**config.mk**
```make
export PLATFORM = sky130hd
export DESIGN_NAME = ovp_seq_top
export DESIGN_NICKNAME = d
export VERILOG_FILES = /design/src/rtl/ovp_seq_pkg.sv /design/src/rtl/ovp_sync.sv /design/src/rtl/ovp_delay_timer.sv /design/src/rtl/ovp_seq_fsm.sv /design/src/rtl/ovp_seq_top.sv
export SDC_FILE = /design/constraint.sdc
export NUM_CORES = 1
export LEC_CHECK = 0
export ABC_AREA = 1
export BUFFER_PORTS_ARGS = -buffer_cell sky130_fd_sc_hd__buf_4
export CORE_ASPECT_RATIO = 0.7
export CORE_MARGIN = 3
export CORE_UTILIZATION = 54
export CTS_CLUSTER_DIAMETER = 120
export DETAILED_ROUTE_END_ITERATION = 8
export PLACE_DENSITY = 0.8
export SKIP_CTS_REPAIR_TIMING = 1
export SYNTH_ARGS = -nofsm -noshare
export SYNTH_HDL_FRONTEND = slang
export SYNTH_SLANG_ARGS = --single-unit
```
**constraint.sdc**
```tcl
create_clock -name clk -period 1.6 [get_ports clk]
set_clock_uncertainty 0.05 [all_clocks]
set_input_delay 0.4 -clock clk [delete_from_list [all_inputs] [get_ports clk]]
set_output_delay 0.4 -clock clk [all_outputs]
set_load 0.03 [all_outputs]
```
**src/rtl/ovp_seq_pkg.sv**
```systemverilog
package ovp_seq_pkg;

    typedef enum logic [2:0] {
        ST_STANDBY = 3'd0,
        ST_QUALIFY = 3'd1,
        ST_OV_WAIT = 3'd2,
        ST_STARTUP = 3'd3,
        ST_ON      = 3'd4
    } ovp_state_e;

    typedef struct packed {
        ovp_state_e state;
    } seq_regs_t;

endpackage

```
**src/rtl/ovp_sync.sv**
```systemverilog
module ovp_sync #(
    parameter int               WIDTH   = 2,
    parameter logic [WIDTH-1:0] RST_VAL = '0
) (
    input  logic             clk,
    input  logic             rst,
    input  logic [WIDTH-1:0] async_in,
    output logic [WIDTH-1:0] sync_out
);

    typedef struct packed {
        logic [WIDTH-1:0] first;
        logic [WIDTH-1:0] second;
    } sync_regs_t;

    sync_regs_t r_d, r_q;

    always_comb begin
        r_d.first  = async_in;
        r_d.second = r_q.first;
    end

    always_ff @(posedge clk) begin
        if (rst) begin
            r_q.first  <= RST_VAL;
            r_q.second <= RST_VAL;
        end else begin
            r_q <= r_d;
        end
    end

    assign sync_out = r_q.second;

endmodule

```
**src/rtl/ovp_delay_timer.sv**
```systemverilog
module ovp_delay_timer #(
    parameter int CYCLES_PER_TICK = 125000,
    parameter int DELAY_TICKS     = 50
) (
    input  logic clk,
    input  logic rst,
    input  logic run,
    input  logic clr,
    output logic done
);

    localparam int TICK_W = (DELAY_TICKS > 1) ? $clog2(DELAY_TICKS) : 1;

    logic              tick_pulse;
    logic [TICK_W-1:0] tick_d, tick_q;

    generate
        if (CYCLES_PER_TICK > 1) begin : g_prescale
            localparam int PRE_W = $clog2(CYCLES_PER_TICK);
            logic [PRE_W-1:0] pre_d, pre_q;
            logic             pre_wrap;

            always_comb begin
                pre_wrap = (pre_q == PRE_W'(CYCLES_PER_TICK - 1));
                if (!run || clr) begin
                    pre_d = '0;
                end else if (pre_wrap) begin
                    pre_d = '0;
                end else begin
                    pre_d = pre_q + 1'b1;
                end
            end

            always_ff @(posedge clk) begin
                if (rst) begin
                    pre_q <= '0;
                end else begin
                    pre_q <= pre_d;
                end
            end

            assign tick_pulse = run && pre_wrap;
        end else begin : g_direct
            assign tick_pulse = run;
        end
    endgenerate

    always_comb begin
        if (!run || clr) begin
            tick_d = '0;
        end else if (tick_pulse) begin
            tick_d = tick_q + 1'b1;
        end else begin
            tick_d = tick_q;
        end
    end

    always_ff @(posedge clk) begin
        if (rst) begin
            tick_q <= '0;
        end else begin
            tick_q <= tick_d;
        end
    end

    assign done = tick_pulse && (tick_q == TICK_W'(DELAY_TICKS - 1));

endmodule

```
**src/rtl/ovp_seq_fsm.sv**
```systemverilog
module ovp_seq_fsm
    import ovp_seq_pkg::*;
(
    input  logic clk,
    input  logic rst,
    input  logic uv_s,
    input  logic ov_s,
    input  logic delay_done,
    output logic timer_run,
    output logic timer_clr,
    output logic gate_en,
    output logic fault_flag
);

    seq_regs_t r_d, r_q;

    always_comb begin
        r_d = r_q;
        unique case (r_q.state)
            ST_STANDBY: begin
                if (!uv_s) r_d.state = ST_QUALIFY;
            end
            ST_QUALIFY: begin
                if (uv_s) begin
                    r_d.state = ST_STANDBY;
                end else if (delay_done) begin
                    r_d.state = ov_s ? ST_OV_WAIT : ST_STARTUP;
                end
            end
            ST_OV_WAIT: begin
                if (uv_s) begin
                    r_d.state = ST_STANDBY;
                end else if (!ov_s) begin
                    r_d.state = ST_STARTUP;
                end
            end
            ST_STARTUP: begin
                if (uv_s || ov_s) begin
                    r_d.state = ST_STANDBY;
                end else if (delay_done) begin
                    r_d.state = ST_ON;
                end
            end
            ST_ON: begin
                if (uv_s || ov_s) r_d.state = ST_STANDBY;
            end
            default: r_d.state = ST_STANDBY;
        endcase
    end

    always_ff @(posedge clk) begin
        if (rst) begin
            r_q.state <= ST_STANDBY;
        end else begin
            r_q <= r_d;
        end
    end

    assign timer_run  = (r_q.state == ST_QUALIFY) || (r_q.state == ST_STARTUP);
    assign timer_clr  = (r_d.state != r_q.state);
    assign gate_en    = (r_q.state == ST_STARTUP) || (r_q.state == ST_ON);
    assign fault_flag = (r_q.state != ST_ON);

endmodule

```
**src/rtl/ovp_seq_top.sv**
```systemverilog
module ovp_seq_top #(
    parameter int CYCLES_PER_TICK = 125000,
    parameter int DELAY_TICKS     = 50
) (
    input  logic clk,
    input  logic rst,
    input  logic uv_in,
    input  logic ov_in,
    output logic gate_en,
    output logic fault_flag
);

    logic [1:0] status_sync;
    logic       uv_sync;
    logic       ov_sync;
    logic       timer_run;
    logic       timer_clr;
    logic       delay_done;

    ovp_sync #(
        .WIDTH   (2),
        .RST_VAL (2'b10)
    ) u_sync (
        .clk      (clk),
        .rst      (rst),
        .async_in ({uv_in, ov_in}),
        .sync_out (status_sync)
    );

    assign uv_sync = status_sync[1];
    assign ov_sync = status_sync[0];

    ovp_delay_timer #(
        .CYCLES_PER_TICK (CYCLES_PER_TICK),
        .DELAY_TICKS     (DELAY_TICKS)
    ) u_timer (
        .clk  (clk),
        .rst  (rst),
        .run  (timer_run),
        .clr  (timer_clr),
        .done (delay_done)
    );

    ovp_seq_fsm u_fsm (
        .clk        (clk),
        .rst        (rst),
        .uv_s       (uv_sync),
        .ov_s       (ov_sync),
        .delay_done (delay_done),
        .timer_run  (timer_run),
        .timer_clr  (timer_clr),
        .gate_en    (gate_en),
        .fault_flag (fault_flag)
    );

endmodule

```
# == After elaboration in Yosys (flattened, before gate mapping) ==
# Cells that the tools add are included.
# totals
reg_bits,30
out_inout_bits,2
wordCells,35
in_bits,4
# classes
mux,10
eq_ne,8
n_reduce_logical,10
add_sub_neg,2
# op_table
cell,count
3-bit two-way mux,8
17-bit by 1-bit adder with 17-bit output (second input constant),1
17-bit equality test (second input constant),1
3-bit one-hot mux with 5 select lines,1
6-bit by 1-bit adder with 6-bit output (second input constant),1
3-bit by 2-bit equality test with 1-bit output (second input constant),2
6-bit equality test (second input constant),1
1-bit logical OR,4
3-bit by 1-bit equality test with 1-bit output (second input constant),1
3-bit equality test (second input constant),1
3-bit logical NOT,1
3-bit inequality test,1
3-bit inequality test (second input constant),1
3-bit OR reduction,1
1-bit logical AND,2
2-bit OR reduction,1
1-bit logical NOT,1
1-bit two-way mux,1

# == Depth between registers and ports, before layout ==
# Gate-level depths: netlist of run 1.
# depth
ltp_word,10
depth_mapped,10
depth_no_buf,10

# == Modules after synthesis ==
# From an unflattened synthesis of run 1, not the netlist that was laid out.
# hier_totals
hier_cells,246
area_unflattened_um2,1601.5
# by_module_without_submodules
mod,seq_area_each_um2,area_per_inst_um2,cells_each,n_inst
ovp_delay_timer,460.4,1248.7,191,1
ovp_seq_fsm,60.1,239.0,42,1
ovp_sync,80.1,113.9,13,1

# == Worst setup path after synthesis of run 1 ==
# No wires, ideal clock.
# synth_timing
path_type,flip-flop to output port
start,register u_fsm.r_q[1] (netlist name)
end,output gate_en
path_stages_with_launch,3
slack_ns,-0.039
path_buffers,0
t_required_ns,1.150
t_arrival_ns,1.189
path_cell_list,dfxtp_1 inv_1 o21ai_0
# synth_between
elab_chain_len,2
elab_cells_between_ends,3
cone_classes,eq/ne: 2; reduce/logical: 1
# synth_lines
element,line,source
from (decl),ovp_seq_fsm.sv:15,"seq_regs_t r_d, r_q;"
from (signal assigned),ovp_seq_fsm.sv:55,r_q <= r_d;
3-bit by 2-bit equality test with 1-bit output or 3-bit equality test (tied branches),ovp_seq_fsm.sv:61,assign gate_en = (r_q.state == ST_STARTUP) || (r_q.state == ST_ON);
1-bit logical OR *,ovp_seq_fsm.sv:61,
to (decl),ovp_seq_top.sv:9,"output logic gate_en,"
# Mark *: on every way between the ends. The rest lies on a longest branch, timed or not.

# == Worst setup path after layout of run 1 ==
# layout_timing
start,register u_fsm.r_q[2] (netlist name)
end,output gate_en
# Same word-level chain as after synthesis.

==> impl_metrics.py, run 1 <==
metrics = {
    "sta": {
        "fin_crit_ns": 1.55,
        "worst_slew_margin_rel_pct": 79.5,
        "whs_ns": 0.250,
        "slew_viol_final": 0,
        "fmax_ghz": 0.647,
        "hold_viol_final": 0,
        "fin_crit_sh_pct": 96.6,
        "setup_viol": 0,
        "finalSetupTns_ns": 0,
        "worstMarginPinSlew_ns": 0.307,
    },
    "clocking": {
        "cts_inserted_buffers": 5,
        "cts_sinks": 30,
        "cts_max_path_buffers": 2,
        "clkTransAtPathRegs_ns": 0.06,
        "clk-insertion-delay-late_ns": 0.29,
        "clockRootBuffer": "clkbuf_8",
        "htree_levels": 2,
        "cts_tree": "built",
    },
    "setup_path": {
        "cp_max_fo": 4,
        "cp-end-kind": "output pin",
        "cp.arrival_ns": 1.10,
        "required_ns": 1.15,
        "path_class": "reg2out",
        "start_kind": "register",
    },
    "grt": {
        "overflow": 0,
        "antenna_found_initial": 0,
        "grt_pass1_wl_um": 5260,
        "track_usage_pct": 19.4,
        "grt_max_degree": 18,
        "grt_pass1_vias": 1199,
    },
    "pwr": {
        "irDropWorstVdd_v": 0.000542,
        "cellLeakagePower_nw": 0.634,
        "p_total_mw": 1.40,
        "power_density_nw_per_um2": 755,
    },
    "worst_hold_path": {
        "hold_path_class": "in2reg",
    },
    "place": {
        "gp_congestion": 0.927,
        "hpwl_um": 2260,
        "dp.cells": 260,
        "port_buffers": 5,
        "dpl_cell_area_sq_um": 1660,
    },
    "synthesis": {
        "ys_seq_area_share_pct": 38.6,
        "ys_ff_latch": 30,
        "yosysWarnings": 0,
        "synth_fp_nets": 225,
        "netlist_instances": 218,
        "syn_avg_cell_area_sq_um": 7.13,
        "ys_types": 23,
        "syn_area_sq_um": 1560,
    },
    "layout": {
        "diodes": 0,
        "design_area_sq_um": 1850,
        "area_delta_synth_final_pct": 19.1,
        "drive_gt1_share_pct": 20.3,
        "stdcell_count": 270,
        "nets": 242,
    },
    "detailed_routing": {
        "ant_nets": 0,
        "wire_per_inst_um": 12.2,
        "via_count": 1416,
        "drc": 0,
        "wirelength_um": 3300,
        "vias_per_cell": 5.24,
        "first_iter_violations": 131,
        "dr.pass1.iters": 4,
    },
    "floorplan": {
        "coreArea_sq_um": 2590,
        "initial_core_util_pct": 60.0,
        "dieArea_sq_um": 3570,
        "rows": 15,
        "die_width_um": 70.1,
        "ioPinCount": 6,
        "die-height_um": 50.9,
    },
    "run_status": {
        "status": "completed",
    },
    "run": {
        "drv_cap": 0,
    },
}
## cell usage after synthesis, drive strengths merged
master / number / area (sq um)
ha: 3 / 37.5
or2: 4 / 27.5
nor3: 10 / 55.1
buf: 1 / 11.3
nor2: 42 / 165
o21ai: 2 / 10.0
nand4: 6 / 52.6
xnor2: 6 / 52.6
o2111ai: 1 / 8.76
nand3: 22 / 115
a21oi: 6 / 30.0
dfxtp: 30 / 601
xor2: 13 / 114
inv: 35 / 131
nand2: 37 / 144
## registers in the layout, indices dropped and copies added, names as in the netlist
name,count
u_fsm.r_q,3
u_sync.r_d,2
u_sync.sync_out,2
u_timer.g_prescale.pre_q,17
u_timer.tick_q,6
## area by class of cell
type	instances	area, sq um
timing repair buffer	10	78.8
multi-input combinational	153	900
inverter	35	134
clock inverter	1	5.00
fill	194	738
tap	34	42.5
sequential	30	606
clock buffer	7	86.3
## cell usage in the layout (no fill, tap or decap), types with 5 or more instances in the layout
| master | n |
|---|---|
| xor2_1 | 13 |
| nor2_1 | 38 |
| dfxtp_1 | 26 |
| xnor2_1 | 6 |
| nand4_1 | 5 |
| inv_1 | 26 |
| buf_4 | 9 |
| nor3_1 | 9 |
| nand2_1 | 35 |
| inv_2 | 8 |
| clkbuf_8 | 6 |
| nand3_1 | 18 |
| a21oi_1 | 6 |
## layer usage
layer	vias to the layer above	part of all wire (%)	global-route usage, %
li1	721	-	-
met1	632	48	26.5
met2	52	40	26.2
met3	11	8.8	7.27
met4	0	2.9	10.5
met5	-	0	0
## path summary, 6_finish.rpt
path / depth (start not counted) / endpoint / start / slack [ns]
worst min-delay path: 2 / u_sync.r_d[1]$_SDFF_PP1_ / uv_in / 0.25
worst max-delay path: 4 / gate_en / u_fsm.r_q[2]$_SDFF_PP0_ / 0.05
worst min register to register: 1 / u_sync.sync_out[1]$_SDFF_PP1_ / u_sync.r_d[1]$_SDFF_PP1_ / 0.36
worst max register to register: 8 / u_timer.tick_q[1]$_SDFFE_PP0P_ / u_timer.g_prescale.pre_q[3]$_SDFF_PP0_ / 0.10
## worst max-delay path, stage by stage, from the launching register on
cell,delay (ns)
dfxtp_2,0.35
inv_4,0.08
nand2_4,0.07
o21ai_4,0.17
buf_6,0.15
## kinds of logic (layout without fill, tap and decap cells)
group,count (synthesis),after routing,synth area share (%)
flops,30,30,38.6
buf+inv,36,53,9.17
xor+xnor,19,19,10.7
compound gates,9,9,3.14
fa+ha+maj,3,3,2.41
simple gates,121,122,36.0
## power by group
part           internal, mW  switching (mW)  leakage [nW]  total [mW]
clock                 0.346           0.269        0.0482       0.614
sequential            0.753         0.00359         0.245       0.756
combinational        0.0112          0.0163         0.342      0.0275
total                  1.11           0.289         0.634        1.40
## stage by stage
stage / util (%) / worst slack, ns
after floorplan: - / 0.0988
after global placement: 64.0 / 0.0599
after detailed placement: 64.0 / -0.00948
after CTS: 67.5 / -0.0590
after global routing: 71.5 / -0.0618
final: 71.5 / 0.0548
(Power assumes the default switching activity.)
==> inputs of run 2 (changes only) <==
--- a/config.mk
+++ b/config.mk
@@ -12,7 +12,9 @@
 export CORE_UTILIZATION = 54
 export CTS_CLUSTER_DIAMETER = 120
 export DETAILED_ROUTE_END_ITERATION = 8
+export MAX_ROUTING_LAYER = met4
 export PLACE_DENSITY = 0.8
+export REMOVE_ABC_BUFFERS = 1
 export SKIP_CTS_REPAIR_TIMING = 1
 export SYNTH_ARGS = -nofsm -noshare
 export SYNTH_HDL_FRONTEND = slang
==> run 2 against run 1 <==
Effect of this change: first-iteration DRC count up 24%; clock-buffer cell count is 1 lower; critical endpoint unchanged; critical path type unchanged; final cell count decreased by 0.74%; largest power group unchanged; global-route usage rose by 0.78 points; maximum frequency down 0.92%; sequential share of layout area is 0.43 points higher; non-clock buffer count unchanged; utilization is 0.77 points lower; critical path depth is the same; via count fell by 2.0%.
==> impl_metrics.py, run 2 (synthesized netlist as in run 1, its figures left out) <==
metrics = {
    "setup_path": {
        "cp.arrival_ns": 1.11,
        "cp_max_fo": 4,
        "path_delay_family": "flip-flops",
        "worstPathCellList": "inv_2 -> nand3_2 -> o21ai_4 -> buf_6",
        "cp-end-kind": "output pin",
        "critPathBufInv": 2,
        "critPathMaxStageDelay_ns": 0.34,
        "required_ns": 1.15,
        "start_kind": "register",
        "crit_path_top_delay_cell": "dfxtp_2",
        "path_class": "reg2out",
    },
    "layout": {
        "largest_reg_flops": 17,
        "final_cell_mix": "nor2_1, nand2_1, inv_1",
        "area_delta_synth_final_pct": 17.8,
        "drive_gt1_share_pct": 20.1,
        "nets": 242,
        "top_regs": "u_timer.g_prescale.pre_q x17, u_timer.tick_q x6, u_fsm.r_q x3",
        "diodes": 0,
        "regMostFlops": "u_timer.g_prescale.pre_q",
        "design_area_sq_um": 1830,
        "final_common_cell": "nor2_1",
    },
    "floorplan": {
        "ioPinCount": 6,
        "initial_core_util_pct": 60.0,
        "rows": 15,
        "die_width_um": 70.1,
        "die-height_um": 50.9,
        "coreArea_sq_um": 2590,
        "dieArea_sq_um": 3570,
    },
    "sta": {
        "fin_crit_sh_pct": 97.5,
        "setup_viol": 0,
        "slew_viol_final": 0,
        "finalSetupTns_ns": 0,
        "fmax_ghz": 0.641,
        "fin_crit_ns": 1.56,
        "worst_slew_margin_rel_pct": 79.1,
        "whs_ns": 0.255,
        "hold_viol_final": 0,
        "worstMarginPinSlew_ns": 0.313,
    },
    "clocking": {
        "clk-insertion-delay-late_ns": 0.28,
        "cts_sinks": 30,
        "cts_max_path_buffers": 2,
        "cts_tree": "built",
        "clockRootBuffer": "clkbuf_8",
        "htree_levels": 2,
        "cts_inserted_buffers": 5,
        "clkTransAtPathRegs_ns": 0.06,
    },
    "pwr": {
        "intPower_mw": 1.10,
        "irDropWorstVdd_v": 0.000620,
        "switchingPower_mw": 0.277,
        "power_density_nw_per_um2": 749,
        "pwr-share-seq_pct": 55.1,
        "cellLeakagePower_nw": 0.629,
        "switching_share_pct": 20.2,
        "p_clk_share_pct": 42.8,
        "power_frac_comb_pct": 2.0,
    },
    "place": {
        "port_buffers": 5,
        "dpl_cell_area_sq_um": 1650,
        "gp_congestion": 0.902,
        "hpwl_um": 2190,
    },
    "detailed_routing": {
        "via_count": 1388,
        "dr.pass1.iters": 4,
        "drc": 0,
        "vias_per_cell": 5.18,
        "ant_nets": 0,
        "first_iter_violations": 162,
        "wirelength_um": 3270,
        "wire_per_inst_um": 12.2,
    },
    "grt": {
        "track_usage_pct": 20.2,
        "antenna_found_initial": 0,
        "overflow": 0,
        "grt_pass1_wl_um": 5400,
        "grt_max_degree": 18,
        "grt_pass1_vias": 1215,
    },
    "run": {
        "drv_cap": 0,
    },
    "run_status": {
        "status": "completed",
    },
    "worst_hold_path": {
        "hold_path_class": "in2reg",
    },
}
-- run 2: cell count changes in the layout (fill, tap and decap cells not counted), sizes merged --
cell / previous run / this run
clkinv: 1 / 0
clkbuf: 7 / 6
-- run 2: metrics by stage --
step	power (mW)	utilization, %	setup slack, ns	instances
2_1_floorplan	0.785	-	-0.0386	217
3_3_place_gp	0.795	63.9	0.0646	260
3_5_place_dp	0.795	63.9	0.0108	260
4_1_cts	1.39	67.1	-0.104	266
5_1_grt	1.43	70.7	-0.0520	268
6_report	1.37	70.7	0.0406	268
-- run 2: layout make-up --
type                       count  area, sq um
sequential                    30          607
fill                         219          758
tap                           34         42.5
clock buffer                   6         82.6
multi-input combinational    153          890
inverter                      35          131
timing repair buffer          10         78.8
-- run 2: per-layer routing --
metal,vias up,routed length [um],track usage (%)
met5,-,0,-
met1,618,1660,26.9
li1,720,-,-
met4,0,80,12.4
met3,8,234,6.68
met2,42,1290,26.0
-- run 2: power groups by stage --
stage	registers [mW]	logic (mW)	clock network (mW)
floorplan	0.772	0.0138	0
finish	0.756	0.0281	0.587
global route	0.756	0.0315	0.643
global placement	0.772	0.0229	0
detailed placement	0.772	0.0233	0
CTS	0.756	0.0235	0.608
-- run 2: final timing paths --
path / from / end / slack (ns) / depth (start not counted)
setup / recovery: u_fsm.r_q[1]$_SDFF_PP0_ / gate_en / 0.04 / 4
hold / removal: uv_in / u_sync.r_d[1]$_SDFF_PP1_ / 0.25 / 2
setup reg to reg: u_timer.g_prescale.pre_q[4]$_SDFF_PP0_ / u_timer.tick_q[1]$_SDFFE_PP0P_ / 0.09 / 8
hold reg to reg: u_sync.r_d[1]$_SDFF_PP1_ / u_sync.sync_out[1]$_SDFF_PP1_ / 0.36 / 1
